File: config.mk
export PLATFORM = sky130hd
export DESIGN_NAME = nor_prog_seq
export DESIGN_NICKNAME = d
export VERILOG_FILES = /design/src/rtl/nor_prog_seq.sv
export SDC_FILE = /design/constraint.sdc
export NUM_CORES = 1
export LEC_CHECK = 0
export ABC_CLOCK_PERIOD_IN_PS = 3700
export BUFFER_PORTS_ARGS = -buffer_cell sky130_fd_sc_hd__buf_2
export CAP_MARGIN = 5
export CORE_ASPECT_RATIO = 0.6
export CORE_MARGIN = 2
export CORE_UTILIZATION = 51
export DETAILED_ROUTE_END_ITERATION = 16
export PLACE_DENSITY = 0.85
export SYNTH_ARGS = -nofsm -noshare
export SYNTH_HDL_FRONTEND = slang
export SYNTH_SLANG_ARGS = --single-unit
File: constraint.sdc
create_clock -name clk -period 3.7 [get_ports clk]
set_clock_uncertainty 0.2 [all_clocks]
set_input_delay 1.11 -clock clk [delete_from_list [all_inputs] [get_ports clk]]
set_output_delay 1.11 -clock clk [all_outputs]
set_load 0.005 [all_outputs]
File: src/rtl/nor_prog_seq.sv
module nor_prog_seq #(
  parameter int ADDR_W      = 32,
  parameter int MAX_RETRIES = 1000
) (
  input  logic              clk,
  input  logic              rst_n,
  input  logic              req_valid,
  input  logic [1:0]        req_op,
  input  logic [ADDR_W-1:0] req_addr,
  input  logic [31:0]       req_data,
  output logic              req_ready,
  output logic              done,
  output logic [1:0]        result,
  output logic [ADDR_W-1:0] bus_addr,
  output logic [31:0]       bus_wdata,
  input  logic [31:0]       bus_rdata,
  output logic              bus_we,
  output logic              bus_re,
  input  logic              bus_ready
);
  localparam int CNT_W = (MAX_RETRIES < 1) ? 1 : $clog2(MAX_RETRIES + 1);
  localparam logic [CNT_W-1:0] CNT_LOAD = CNT_W'(MAX_RETRIES);
  localparam logic [31:0] RDY_MASK = 32'h0080_0080;
  localparam logic [31:0] ERR_MASK = 32'h0012_0012;
  localparam logic [1:0] OP_PROG = 2'b00, OP_LOCK = 2'b01, OP_UNLK = 2'b10;
  localparam logic [1:0] RES_OK = 2'b00, RES_BUSY = 2'b01, RES_PROT = 2'b10;

  typedef enum logic [3:0] {
    S_IDLE, S_PG_CMD, S_PG_DATA, S_PL_CMD, S_PL_RD, S_ST_CMD, S_ST_RD,
    S_CLR, S_LK_CMD, S_LK_ARG, S_ARRAY, S_DONE
  } state_t;

  state_t             state;
  logic [1:0]         op_q;
  logic [ADDR_W-1:0]  addr_q;
  logic [31:0]        data_q;
  logic [CNT_W-1:0]   tries;
  logic [1:0]         res_q;

  function automatic logic [31:0] dup(input logic [7:0] b);
    return {8'h00, b, 8'h00, b};
  endfunction

  assign req_ready = (state == S_IDLE);
  assign done      = (state == S_DONE);
  assign result    = res_q;
  assign bus_addr  = addr_q;
  assign bus_re    = (state == S_PL_RD) || (state == S_ST_RD);
  assign bus_we    = !(state == S_IDLE || state == S_DONE || bus_re);

  wire xfer = (bus_we || bus_re) && bus_ready;
  wire both_rdy = (bus_rdata & RDY_MASK) == RDY_MASK;

  always_comb begin
    case (state)
      S_PG_CMD:          bus_wdata = dup(8'h40);
      S_PG_DATA:         bus_wdata = data_q;
      S_PL_CMD, S_ST_CMD: bus_wdata = dup(8'h70);
      S_CLR:             bus_wdata = dup(8'h50);
      S_LK_CMD:          bus_wdata = dup(8'h60);
      S_LK_ARG:          bus_wdata = (op_q == OP_LOCK) ? dup(8'h01) : dup(8'hD0);
      S_ARRAY:           bus_wdata = dup(8'hFF);
      default:           bus_wdata = 32'h0;
    endcase
  end

  always_ff @(posedge clk or negedge rst_n) begin
    if (!rst_n) begin
      state  <= S_IDLE;
      op_q   <= OP_PROG;
      addr_q <= '0;
      data_q <= '0;
      tries  <= '0;
      res_q  <= RES_OK;
    end else begin
      case (state)
        S_IDLE: if (req_valid && req_op != 2'b11) begin
          op_q   <= req_op;
          addr_q <= req_addr;
          data_q <= req_data;
          tries  <= CNT_LOAD;
          res_q  <= RES_OK;
          state  <= (req_op == OP_PROG) ? S_PG_CMD : S_LK_CMD;
        end
        S_PG_CMD:  if (xfer) state <= S_PG_DATA;
        S_PG_DATA: if (xfer) state <= S_PL_CMD;
        S_PL_CMD:  if (xfer) state <= S_PL_RD;
        S_PL_RD: if (xfer) begin
          if (both_rdy) state <= S_ST_CMD;
          else if (tries == '0) begin
            res_q <= RES_BUSY;
            state <= S_ARRAY;
          end else begin
            tries <= tries - 1'b1;
            state <= S_PL_CMD;
          end
        end
        S_ST_CMD: if (xfer) state <= S_ST_RD;
        S_ST_RD: if (xfer) begin
          if ((bus_rdata & ERR_MASK) != '0) begin
            res_q <= RES_PROT;
            state <= S_CLR;
          end else state <= S_ARRAY;
        end
        S_CLR:    if (xfer) state <= S_ARRAY;
        S_LK_CMD: if (xfer) state <= S_LK_ARG;
        S_LK_ARG: if (xfer) state <= S_ARRAY;
        S_ARRAY:  if (xfer) state <= S_DONE;
        default:  state <= S_IDLE;
      endcase
    end
  end

  AST_NO_RW_OVERLAP: assert property (@(posedge clk) disable iff (!rst_n)
    !(bus_we && bus_re));
  AST_HOLD_ACCESS: assert property (@(posedge clk) disable iff (!rst_n)
    (bus_we || bus_re) && !bus_ready |=>
      $stable(bus_we) && $stable(bus_re) && $stable(bus_addr) && $stable(bus_wdata));
  AST_CMD_DUPLICATED: assert property (@(posedge clk) disable iff (!rst_n)
    bus_we && state != S_PG_DATA |-> bus_wdata[31:16] == bus_wdata[15:0] && bus_wdata[15:8] == 8'h00);
  AST_DONE_ONE_CYCLE: assert property (@(posedge clk) disable iff (!rst_n)
    done |=> !done);
  AST_DONE_AFTER_ARRAY: assert property (@(posedge clk) disable iff (!rst_n)
    done |-> $past(bus_we && bus_ready && bus_wdata == 32'h00FF_00FF));
  AST_RESULT_LEGAL: assert property (@(posedge clk) disable iff (!rst_n)
    done |-> result != 2'b11);
  AST_ACCEPT_LEAVES_IDLE: assert property (@(posedge clk) disable iff (!rst_n)
    req_valid && req_ready && req_op != 2'b11 |=> !req_ready);
  AST_RESERVED_IGNORED: assert property (@(posedge clk) disable iff (!rst_n)
    req_ready && !(req_valid && req_op != 2'b11) |=> req_ready && !bus_we && !bus_re);
endmodule

Yosys cells after proc, flatten, opt, wreduce, memory -nomap -nowiden
Cells that the tools add are included.
{"block": "word_totals", "regBits": 82, "in_bits": 102, "output_inout_bits": 70, "elab_cells": 83}
{"block": "op_classes", "addsub": 1, "n_eq_ne": 28, "n_mux": 29, "n_reduce_logical": 19}
{"op": "one-hot mux 32 bit (7 select lines)", "n": 1}
{"op": "2-to-1 mux 4 bit", "n": 14}
{"op": "2-to-1 mux 10 bit", "n": 4}
{"op": "one-hot mux 4 bit (10 select lines)", "n": 1}
{"op": "nonzero test 32 bit", "n": 1}
{"op": "2-to-1 mux 24 bit", "n": 1}
{"op": "inequality test 2 bit, second input constant", "n": 11}
{"op": "one-hot mux 10 bit (2 select lines)", "n": 1}
{"op": "== test 4 x 3 -> 1 bit, second input constant", "n": 4}
{"op": "== test 4 bit, second input constant", "n": 4}
{"op": "2-to-1 mux 2 bit", "n": 6}
{"op": "logical NOT 10 bit", "n": 1}
{"op": "AND reduction 10 bit", "n": 1}
{"op": "subtractor 10 x 1 -> 10 bit, second input constant", "n": 1}
{"op": "== test 4 x 2 -> 1 bit, second input constant", "n": 2}
{"op": "inequality test 2 x 1 -> 1 bit, second input constant", "n": 4}
{"op": "AND reduction 7 bit", "n": 1}
{"op": "one-hot mux 2 bit (3 select lines)", "n": 1}
{"op": "AND reduction 5 bit", "n": 1}
{"op": "== test 4 x 1 -> 1 bit, second input constant", "n": 1}
{"op": "logical NOT 4 bit", "n": 1}
{"op": "logical OR 1 bit", "n": 4}
{"op": "OR reduction 2 bit", "n": 2}
{"op": "nonzero test 3 bit", "n": 1}
{"op": "other kinds (7)", "n": 8}

Depth between registers and ports, before layout
Gate-level depths: netlist of run 1.
{"block": "depth", "ltp_word": 8, "ltp_mapped": 7, "ltp_nobuf": 7}

Worst setup path before layout of run 1
Ideal clock, no wire load.
{"block": "synth_path", "path_type": "register -> output", "startpoint": "register state[1]", "endpoint": "output bus_wdata[11]", "arrival_time_ns": 1.438, "required_ns": 2.390, "slack_ns": 0.952, "path_stages_with_launch": 6, "n_path_buf": 2, "cell_sequence": "dfrtp_1 > clkbuf_1 > nand2_1 > nor3_1 > clkbuf_1 > and2_1"}
{"block": "synth_between", "elab_chain_cells": 3, "word_cells_on_any_way": 10, "cone_classes": "8 x eq/ne; 1 x mux; 1 x reduce/logical"}
{"item": "from (decl)", "line_no": "33", "rtl": "state_t state;"}
{"item": "from (signal assigned)", "line_no": "83", "rtl": "state <= (req_op == OP_PROG) ? S_PG_CMD : S_LK_CMD;"}
{"item": "== test 4 x 3 -> 1 bit or == test 4 x 2 -> 1 bit (tied branches)", "line_no": "55", "rtl": "case (state)"}
{"item": "OR reduction 2 bit", "line_no": "55"}
{"item": "one-hot mux 32 bit (7 select lines) (*)", "line_no": "55"}
{"item": "to (decl)", "line_no": "15", "rtl": "output logic [31:0] bus_wdata,"}
Mark *: on every way between the ends. The rest lies on a longest branch, timed or not.

Worst setup path in the final report of run 1
{"block": "layout_path", "startpoint": "register state[2]", "endpoint": "output bus_wdata[9]"}
The elaborated chain is that of the path after synthesis.

==> results of run 1 <==
-- sequential cells by signal, summed over array words and instances, names as in the netlist --
signal	cells
tries	10
state	4
data_q	32
result	2
op_q	2
bus_addr	32
-- logic make-up (layout without fill, tap and decap cells) --
group | count (synthesis) | count (layout) | share of synthesized area
muxes | 2 | 2 | 0.005337
buffers and inverters | 33 | 175 | 0.03705
xor gates and xnor gates | 3 | 3 | 0.006595
AOI/OAI and AO/OA | 65 | 65 | 0.1093
adders and majority gates | 2 | 2 | 0.006278
and+or+nand+nor | 295 | 295 | 0.3206
DFF | 82 | 82 | 0.5149
-- worst max-delay path, cell delays in order (launching register included) --
cell	delay, ns
dfrtp_1	0.55
nor3_2	0.90
and2_1	0.25
buf_2	0.12
-- stage by stage --
step           power, uW  cell area [sq um]    util  std cells
5_1_grt             4410               5099  0.6874        728
6_report            4075               5099  0.6874        728
4_1_cts             4100               5099  0.6874        728
2_1_floorplan       2510               3985       -        482
3_3_place_gp        3071               4792  0.6461        712
3_5_place_dp        3173               4792  0.6461        712
-- routing by layer --
| layer | GRT usage | wire length, um | vias to the layer above |
|---|---|---|---|
| met4 | 0.08434 | 129 | 0 |
| met2 | 0.4143 | 4866 | 164 |
| met3 | 0.09906 | 972 | 9 |
| met5 | 0 | 0 | - |
| met1 | 0.3176 | 4368 | 1735 |
| li1 | - | - | 1839 |
-- final cells by class --
class,instances,area (sq um),area share
Clock inverter,5,63.81,0.01252
Inverter,5,18.77,0.003681
Clock buffer,11,242.7,0.04761
Timing Repair Buffer,154,795.8,0.1561
Multi-Input combinational cell,367,1795,0.3521
Tap cell,104,130.1,0.02552
Sequential cell,82,2052,0.4025
-- cell usage in the layout, fill, tap and decap left out, types with 2 or more instances in the layout --
| master | n |
|---|---|
| nor3_2 | 2 |
| ha_1 | 2 |
| a211oi_1 | 2 |
| nand2_1 | 214 |
| nor2_1 | 20 |
| buf_2 | 144 |
| nand3_1 | 4 |
| buf_4 | 10 |
| nand3b_1 | 2 |
| dfrtp_1 | 82 |
| o31ai_1 | 7 |
| o21ai_0 | 19 |
| clkinv_4 | 3 |
| nand2b_1 | 7 |
| inv_1 | 5 |
| or3_1 | 2 |
| nor2b_1 | 4 |
| and2_1 | 17 |
| a21oi_1 | 16 |
| clkbuf_16 | 9 |
| nor3_1 | 6 |
| nand4_1 | 4 |
| or3_2 | 3 |
| o211ai_1 | 2 |
| a21o_1 | 9 |
| nor4_1 | 2 |
| xor2_1 | 3 |
-- how the worst max path moves through the flow --
| stage | from | end | slack, ns | cells after the start |
|---|---|---|---|---|
| 6_report | state[2] | bus_wdata[9] | 0.24 | 3 |
| 3_3_place_gp | state[2] | bus_wdata[9] | 0.61 | 3 |
| 5_1_grt | state[2] | bus_wdata[9] | 0.004 | 3 |
| 4_1_cts | state[2] | bus_wdata[9] | 0.25 | 3 |
| 3_5_place_dp | state[2] | bus_wdata[9] | 0.61 | 3 |
| 2_1_floorplan | state[1] | bus_wdata[11] | 0.95 | 5 |
-- power by group through the flow --
stage	clock network, uW	logic, uW	registers, uW
6_report	897	1650	1530
5_1_grt	961	1860	1590
4_1_cts	920	1650	1530
3_5_place_dp	0	1640	1530
3_3_place_gp	0	1560	1520
2_1_floorplan	0	1010	1490
==> reports/results.ini, run 1 <==
[global_route]
grt_pass1_wl_mm=17.27
grt_max_degree=83
antenna_found_initial=0
grt.total_usage=0.2548
grt_pass1_vias=3613
grt-ovfl-total=0

[hold_path]
hold_end=data_q[29]
hold_path_depth=2
hold_path_class=reg -> reg
min-delay-start=data_q[29]

[power]
leakagePower_uw=0.002818
ir_worst_vdd_uv=465.1
power-per-cell-area_nw_per_um2=799.3
p_seq_frac=0.376
netSwitchingPower_uw=1546
pwr-share-clk=0.220
power_frac_comb=0.404
intPower_uw=2529
swShare=0.3793

[cells_and_area]
final_layout_size_suffix_gt1_frac=0.2917
fillers=602
syn2layout_area_growth_pct=27.94
num-nets-final=723
n_antenna_cell=0

[setup_path]
crit_path_end_kind=output port
r2r-start=state[3]
path_class=reg -> out
cp.required_ns=2.39
cp-start-kind=flip-flop
arrival_ns=2.15
critPathMaxFanout=22
reg2reg_slack_ns=1.14
r2r-end=tries[7]
rr_worst_depth=6

[floorplan]
die_h_um=72.47
io_pins=172
coreArea_sq_um=7417
die_w_um=118.1
start_util=0.5373
fp-row-count=24
fp.dieArea_sq_um=8560

[sta]
drv_slew=0
setup_viol=0
slew_headroom=0.2991
rsz0062_at_grt=no
holdWs_ns=0.2638
worstMarginPinSlew_ns=1.046
final.period_utilization=0.9351
setup_slack_ns=0.2400
hold_violations=0
period_needed_ns=3.460
fmax_mhz=289.0
tns_ns=0

[synthesis]
yosysUniqueCellTypes=46
seq_area_frac_synth=0.5149
synth-warning-count=0
synth_area_sq_um=3985
syn_nets=586
avgSynthCellArea_sq_um=8.268
synth-seq-cells=82
yosys_most_used_dff=dfrtp_1
synth_area_leader_cell=dfrtp_1
synth_most_common_cell=nand2_1
synth_commonest_cells=nand2_1, dfrtp_1, clkbuf_1, nor2_1, o21ai_0
yosysTopAreaCellShare=0.5149
synth_enable_flop_cells=0
syn_inst=482
ys_async_sr_fraction=1.000
netlist_top_cells_area=dfrtp_1, nand2_1, and2_1, o21ai_0, clkbuf_1

[routing]
viasPerCell=5.147
postRouteAntennaNets=0
first_pass_iters=4
wire_per_inst_um=14.20
drt_iter0_drc=253
vias=3747
wl_mm=10.34
drc=0

[cts]
clock_sinks=82
cts_tree=built
post_cts.repair.setup_buffers=0
clock_latency_ns=0.33
cts_buffers=9
cts_max_level=3
clk_pin_slew_ns=0.06
cts-root-buf=clkbuf_16
hold_buffers=0
cts_repair_resize_count=0
clk_path_buf_depth=2

[run_status]
status=complete, no violations

[place]
dp_slack_ns=0.6075
io_buffers=145
globalplace.congestion=0.8664
dp_hpwl_mm=7.330

[run]
maxCapViolations=0

Power figures use the tool's default switching activity.
==> run 2, diff against run 1 <==
--- a/config.mk
+++ b/config.mk
@@ -5,14 +5,15 @@
 export SDC_FILE = /design/constraint.sdc
 export NUM_CORES = 1
 export LEC_CHECK = 0
+export ABC_AREA = 1
 export ABC_CLOCK_PERIOD_IN_PS = 3700
 export BUFFER_PORTS_ARGS = -buffer_cell sky130_fd_sc_hd__buf_2
 export CAP_MARGIN = 5
 export CORE_ASPECT_RATIO = 0.6
 export CORE_MARGIN = 2
-export CORE_UTILIZATION = 51
+export CORE_UTILIZATION = 52
 export DETAILED_ROUTE_END_ITERATION = 16
-export PLACE_DENSITY = 0.85
+export PLACE_DENSITY = 0.86
 export SYNTH_ARGS = -nofsm -noshare
 export SYNTH_HDL_FRONTEND = slang
 export SYNTH_SLANG_ARGS = --single-unit
==> reports/results.ini, run 2 <==
[sta]
period_needed_ns=3.208  ; -0.2522 ns
fmax_mhz=311.7  ; +7.9%
final.period_utilization=0.8670  ; -0.06816
worstMarginPinSlew_ns=1.017  ; -0.02890 ns
holdWs_ns=0.2655  ; +0.001780 ns
drv_slew=0  ; unchanged
tns_ns=0  ; unchanged
slew_headroom=0.3222  ; +0.02307
setup_viol=0  ; unchanged
rsz0062_at_grt=no
hold_violations=0  ; unchanged

[floorplan]
io_pins=172  ; unchanged
die_w_um=118.0  ; about the same
die_h_um=72.42  ; about the same
start_util=0.5469  ; +0.009615
fp-row-count=24  ; unchanged
fp.dieArea_sq_um=8547  ; -0.16%
coreArea_sq_um=7417  ; unchanged

[cts]
clock_sinks=82  ; unchanged
cts-root-buf=clkbuf_16
clock_latency_ns=0.33  ; about the same
cts_repair_resize_count=0  ; unchanged
clk_path_buf_depth=2  ; unchanged
hold_buffers=0  ; unchanged
clk_pin_slew_ns=0.06  ; about the same
cts_buffers=9  ; unchanged
cts_tree=built
post_cts.repair.setup_buffers=0  ; unchanged
cts_max_level=3  ; unchanged

[synthesis]
synth-xor-area-share=0.004318  ; -0.002275
synth_area_leader_cell=dfrtp_1
avgSynthCellArea_sq_um=7.457  ; -9.8%
synth-adder-area-share=0.006169  ; -0.0001104
muxShareOfSynthArea=0  ; -0.005338
syn_inst=544  ; +13%
synth_top_family_by_area=simple AND/OR/NAND/NOR gates
synth-warning-count=0  ; unchanged
synth_most_common_cell=nand2_1
synth_enable_flop_cells=0  ; unchanged
synth_area_sq_um=4056  ; +1.8%
yosys_most_used_dff=dfrtp_1
yosysUniqueCellTypes=24  ; -48%
syn_nets=648  ; +11%
synth_commonest_cells=nand2_1, dfrtp_1, inv_1, o21ai_0, nor2_1
seq_area_frac_synth=0.5059  ; -0.009053
synth_compound_area_frac=0.07835  ; -0.03092
synthSimpleGateAreaFrac=0.3226  ; +0.002075
synth-seq-cells=82  ; unchanged
yosysTopAreaCellShare=0.5059  ; -0.009053
netlist_top_cells_area=dfrtp_1, nand2_1, o21ai_0, inv_1, nand3_1
ys_async_sr_fraction=1.000  ; unchanged

[setup_path]
path_class=reg -> out
critPathMostFrequentCell=nand2_1
path_cells=inv_2 -> nor2_1 -> nand2_1 -> nand2_1 -> a21oi_1 -> o211ai_1 -> buf_2
cp-start-kind=flip-flop
reg2reg_slack_ns=1.55  ; +0.41 ns
rr_worst_depth=6  ; unchanged
slowest_stage=dfrtp_1
cp.required_ns=2.39  ; about the same
crit_path_end_kind=output port
arrival_ns=1.90  ; -0.25 ns
cp_slowest_stage_delay_ns=0.51  ; -0.39 ns
critPathMaxFanout=9  ; -59%

[routing]
first_pass_iters=5  ; +1
vias=3991  ; +6.5%
drc=0  ; unchanged
viasPerCell=5.026  ; -2.3%
postRouteAntennaNets=0  ; unchanged
wl_mm=10.83  ; +4.7%
drt_iter0_drc=369  ; +46%
wire_per_inst_um=13.63  ; -4.0%

[place]
place_area_sq_um=4846  ; +1.1%
dp_hpwl_mm=7.667  ; +4.6%
io_buffers=145  ; unchanged
globalplace.congestion=0.9027  ; +4.2%

[global_route]
grt_max_degree=83  ; unchanged
grt.total_usage=0.2603  ; +0.005542
grt_pass1_vias=3710  ; +2.7%
grt-ovfl-total=0  ; unchanged
grt_pass1_wl_mm=17.56  ; +1.7%
antenna_found_initial=0  ; unchanged

[power]
intPower_uw=2656  ; +5.0%
pwr-share-clk=0.220  ; about the same
p_seq_frac=0.344  ; -0.032
swShare=0.4109  ; +0.03158
ir_worst_vdd_uv=484.3  ; +4.1%
power-per-cell-area_nw_per_um2=870.7  ; +8.9%
netSwitchingPower_uw=1853  ; +20%
power_frac_comb=0.437  ; +0.033
leakagePower_uw=0.002954  ; +4.8%

[cells_and_area]
num-nets-final=789  ; +9.1%
final_layout_size_suffix_gt1_frac=0.2725  ; -0.01920
fillers=601  ; -0.17%
n_antenna_cell=0  ; unchanged
mostFrequentLayoutCell=nand2_1
fin_area_sq_um=5179  ; +1.6%
syn2layout_area_growth_pct=27.67
most-common-layout-cells=nand2_1, buf_2, dfrtp_1

[hold_path]
hold_path_depth=2  ; unchanged
hold_path_class=reg -> reg

[run]
maxCapViolations=0  ; unchanged

[run_status]
status=complete, no violations

==> run 2: changes by cell type after synthesis, moves of 9 or more <==
cell	before	now
nor2_1	20	46
a21o_1	9	0
clkbuf_1	23	5
and2_1	17	0
inv_1	5	58
buf_2	1	10
nand3_1	4	42
a21oi_1	16	2
o21ai_0	19	49
==> run 2: layer usage <==
| metal | vias to the layer above | GRT usage | share of wire |
|---|---|---|---|
| met4 | 0 | 0.06693 | 0.011 |
| met2 | 200 | 0.4089 | 0.44 |
| met1 | 1820 | 0.3505 | 0.45 |
| met3 | 12 | 0.09119 | 0.098 |
| met5 | - | 0 | 0 |
| li1 | 1959 | - | - |
==> run 2: worst max-delay path, delay by kind of cell, from the launching register on <==
kind                   cells  cell delay (ns)
buffers and inverters      2             0.20
DFF                        1             0.51
AOI/OAI and AO/OA          2             0.19
and+or+nand+nor            3             0.67
==> run 2: worst paths after layout <==
| check | from | end |
|---|---|---|
| max in group asynchronous | rst_n | data_q[5] |
| setup / recovery | state[3] | bus_wdata[4] |
| hold / removal | bus_addr[23] | bus_addr[23] |
| hold reg to reg | bus_addr[23] | bus_addr[23] |
| min in group asynchronous | rst_n | data_q[27] |
| setup reg to reg | state[0] | tries[4] |
==> run 2: cells by family after synthesis <==
| family | Yosys count |
|---|---|
| AO/OA/AOI/OAI | 58 |
| XOR/XNOR | 2 |
| adder cells (fa/ha/maj) | 2 |
| buffers and inverters | 83 |
| flip-flops | 82 |
| AND/OR/NAND/NOR | 317 |
==> run 2: per-stage QoR <==
stage	instances	setup WS [ns]	utilization	total power, uW
2_1_floorplan	544	1.251	-	2762
3_3_place_gp	778	0.9074	0.6533	3411
3_5_place_dp	778	0.8920	0.6533	3490
4_1_cts	794	0.5269	0.6982	4511
5_1_grt	794	0.3521	0.6982	4861
6_report	794	0.4922	0.6982	4509
==> run 2: area by class of cell <==
class	instances	area, sq um	share of cell area
multi-input cells	379	1669	0.3223
clock inverters	6	93.84	0.01812
flip-flops and latches	82	2052	0.3962
repair buffers	148	750.7	0.1450
clock buffers	10	239.0	0.04615
well taps	104	130.1	0.02513
inverters	65	244.0	0.04711
==> run 2: power by group through the flow <==
stage               clock network [uW]  registers [uW]  logic (uW)
detailed placement                   0            1540        1950
CTS                               1000            1550        1960
global route                      1030            1590        2240
global placement                     0            1530        1880
floorplan                            0            1520        1240
finish                             991            1550        1970
==> run 3, diff against run 2 <==
--- a/config.mk
+++ b/config.mk
@@ -9,11 +9,13 @@
 export ABC_CLOCK_PERIOD_IN_PS = 3700
 export BUFFER_PORTS_ARGS = -buffer_cell sky130_fd_sc_hd__buf_2
 export CAP_MARGIN = 5
+export CELL_PAD_IN_SITES_DETAIL_PLACEMENT = 0
+export CELL_PAD_IN_SITES_GLOBAL_PLACEMENT = 1
 export CORE_ASPECT_RATIO = 0.6
 export CORE_MARGIN = 2
-export CORE_UTILIZATION = 52
+export CORE_UTILIZATION = 36
 export DETAILED_ROUTE_END_ITERATION = 16
-export PLACE_DENSITY = 0.86
+export PLACE_DENSITY_LB_ADDON = 0.1
 export SYNTH_ARGS = -nofsm -noshare
 export SYNTH_HDL_FRONTEND = slang
 export SYNTH_SLANG_ARGS = --single-unit
==> reports/results.ini, run 3 (synthesis gave the netlist of run 2 again) <==
[cts]
cts_buffers=9  ; unchanged
clock_sinks=82  ; unchanged
cts_max_level=3  ; unchanged
hold_buffers=0  ; unchanged
cts-root-buf=clkbuf_16
clk_pin_slew_ns=0.06  ; about the same
cts_repair_resize_count=0  ; unchanged
clk_path_buf_depth=2  ; unchanged
cts_tree=built
clock_latency_ns=0.33  ; about the same
post_cts.repair.setup_buffers=0  ; unchanged

[routing]
drt_iter0_drc=222  ; -40%
postRouteAntennaNets=0  ; unchanged
drc=0  ; unchanged
vias=3792  ; -5.0%
first_pass_iters=4  ; -1
wire_per_inst_um=12.97  ; -4.9%
wl_met1_mm=5.450  ; +12%
wl_mm=10.78  ; -0.45%
wl_met2_mm=4.344  ; -8.9%
wl_met3_um=949  ; -11%
routed.top_layer=met4
viasPerCell=4.563  ; -9.2%

[setup_path]
worst-path-buf-inv=2  ; unchanged
cp_slowest_stage_delay_ns=0.50  ; about the same
cp-start-kind=flip-flop
critPathMostFrequentCell=nand2_1
critPathMaxFanout=9  ; unchanged
rr_worst_depth=6  ; unchanged
arrival_ns=1.98  ; +0.08 ns
r2r-end=tries[1]
r2r-start=state[1]
critPathTopFamily=simple AND/OR/NAND/NOR gates
slowest_stage=dfrtp_1
path_cells=inv_2 -> nor2_1 -> nand2_1 -> nand2_1 -> a21oi_1 -> o211ai_1 -> buf_2
crit_path_end_kind=output port
reg2reg_slack_ns=1.47  ; -0.08 ns
path_class=reg -> out
cp.required_ns=2.39  ; about the same

[global_route]
grt.total_usage=0.1871  ; -0.07326
grt_max_degree=99  ; +19%
grt_pass1_vias=3576  ; -3.6%
grt_pass1_wl_mm=17.89  ; +1.9%
grt-ovfl-total=0  ; unchanged
antenna_found_initial=1  ; +1

[floorplan]
fp.dieArea_sq_um=12160  ; +42%
io_pins=172  ; unchanged
start_util=0.3764  ; -0.1705
die_w_um=141.0  ; +20%
die_h_um=86.23  ; +19%
coreArea_sq_um=10780  ; +45%
fp-row-count=29  ; +21%

[cells_and_area]
most-common-layout-cells=nand2_1, buf_2, dfrtp_1
mostFrequentLayoutCell=nand2_1
syn2layout_area_growth_pct=27.95
num-nets-final=790  ; +0.13%
final_layout_size_suffix_gt1_frac=0.2721  ; -0.0003943
fillers=1117  ; +86%

[hold_path]
hold_end=bus_addr[4]
hold_path_depth=2  ; unchanged
min-delay-start=bus_addr[4]
hold_path_class=reg -> reg

[sta]
slew_headroom=0.4629  ; +0.1407
period_needed_ns=3.286  ; +0.07812 ns
rsz0062_at_grt=no
drv_slew=0  ; unchanged
holdWs_ns=0.2632  ; -0.002378 ns
tns_ns=0  ; unchanged
fmax_mhz=304.3  ; -2.4%
hold_violations=0  ; unchanged
setup_viol=0  ; unchanged
final.period_utilization=0.8881  ; +0.02111
worstMarginPinSlew_ns=0.8045  ; -0.2123 ns

[power]
power-per-cell-area_nw_per_um2=832.1  ; -4.4%
ir_worst_vdd_uv=303.8  ; -37%
leakagePower_uw=0.002933  ; -0.72%

[place]
io_buffers=145  ; unchanged
globalplace.congestion=0.8684  ; -3.8%
dp_hpwl_mm=7.819  ; +2.0%

[run_status]
status=complete, no violations

[run]
maxCapViolations=0  ; unchanged

## run 3: cell types whose count changed in the layout (fill, tap and decap cells not counted)
| cell | delta |
|---|---|
| bufinv_16 | -2 |
| buf_12 | +1 |
| clkbuf_1 | +1 |
| clkbuf_8 | -1 |
| clkinv_2 | +1 |
| clkinvlp_4 | +1 |
| diode_2 | +1 |
| inv_6 | -1 |
| inv_8 | +1 |
## run 3: per-stage QoR
step / power (uW) / cell area, sq um / setup slack (ns) / util / instances
final: 4319 / 5190 / 0.4141 / 0.4816 / 831
after global routing: 4758 / 5187 / 0.2729 / 0.4814 / 830
after detailed placement: 3501 / 4910 / 0.7936 / 0.4556 / 814
after floorplan: 2762 / 4056 / 1.251 / - / 544
after global placement: 3475 / 4910 / 0.8460 / 0.4556 / 814
after CTS: 4379 / 5187 / 0.3971 / 0.4814 / 830
## run 3: layout make-up
type	count	area [sq um]	area share
clock buffer	10	229.0	0.04412
antenna	1	2.502	0.0004822
timing repair buffer	149	770.7	0.1485
clock inverter	6	48.80	0.009402
sequential	82	2052	0.3954
multi-input combinational	379	1669	0.3216
tap	139	173.9	0.03351
inverter	65	244.0	0.04701
## run 3: worst max path at each step
| stage | start | end | depth (start not counted) |
|---|---|---|---|
| 2_1_floorplan | state[3] | bus_wdata[20] | 4 |
| 3_3_place_gp | state[3] | bus_wdata[4] | 7 |
| 3_5_place_dp | state[3] | bus_wdata[20] | 7 |
| 4_1_cts | state[3] | bus_wdata[20] | 7 |
| 5_1_grt | state[3] | bus_wdata[20] | 7 |
| 6_report | state[3] | bus_wdata[20] | 7 |
## run 3: worst register-to-register path, delay by kind of cell (launching register included)
kind / cells / cell delay (ns)
simple gates: 5 / 1.39
buf+inv: 1 / 0.07
flops: 1 / 0.47
## run 3: routing by layer
metal | track usage | vias to the layer above
met4 | 0.04091 | 0
met1 | 0.2769 | 1698
met5 | 0 | -
li1 | - | 1967
met2 | 0.2608 | 125
met3 | 0.06906 | 2
## run 3: report_power, final
group	internal (uW)	switching (uW)	leakage [uW]	total, uW
logic	734	1220	0.00178	1950
clock network	463	381	0.000131	845
registers	1310	210	0.00102	1520
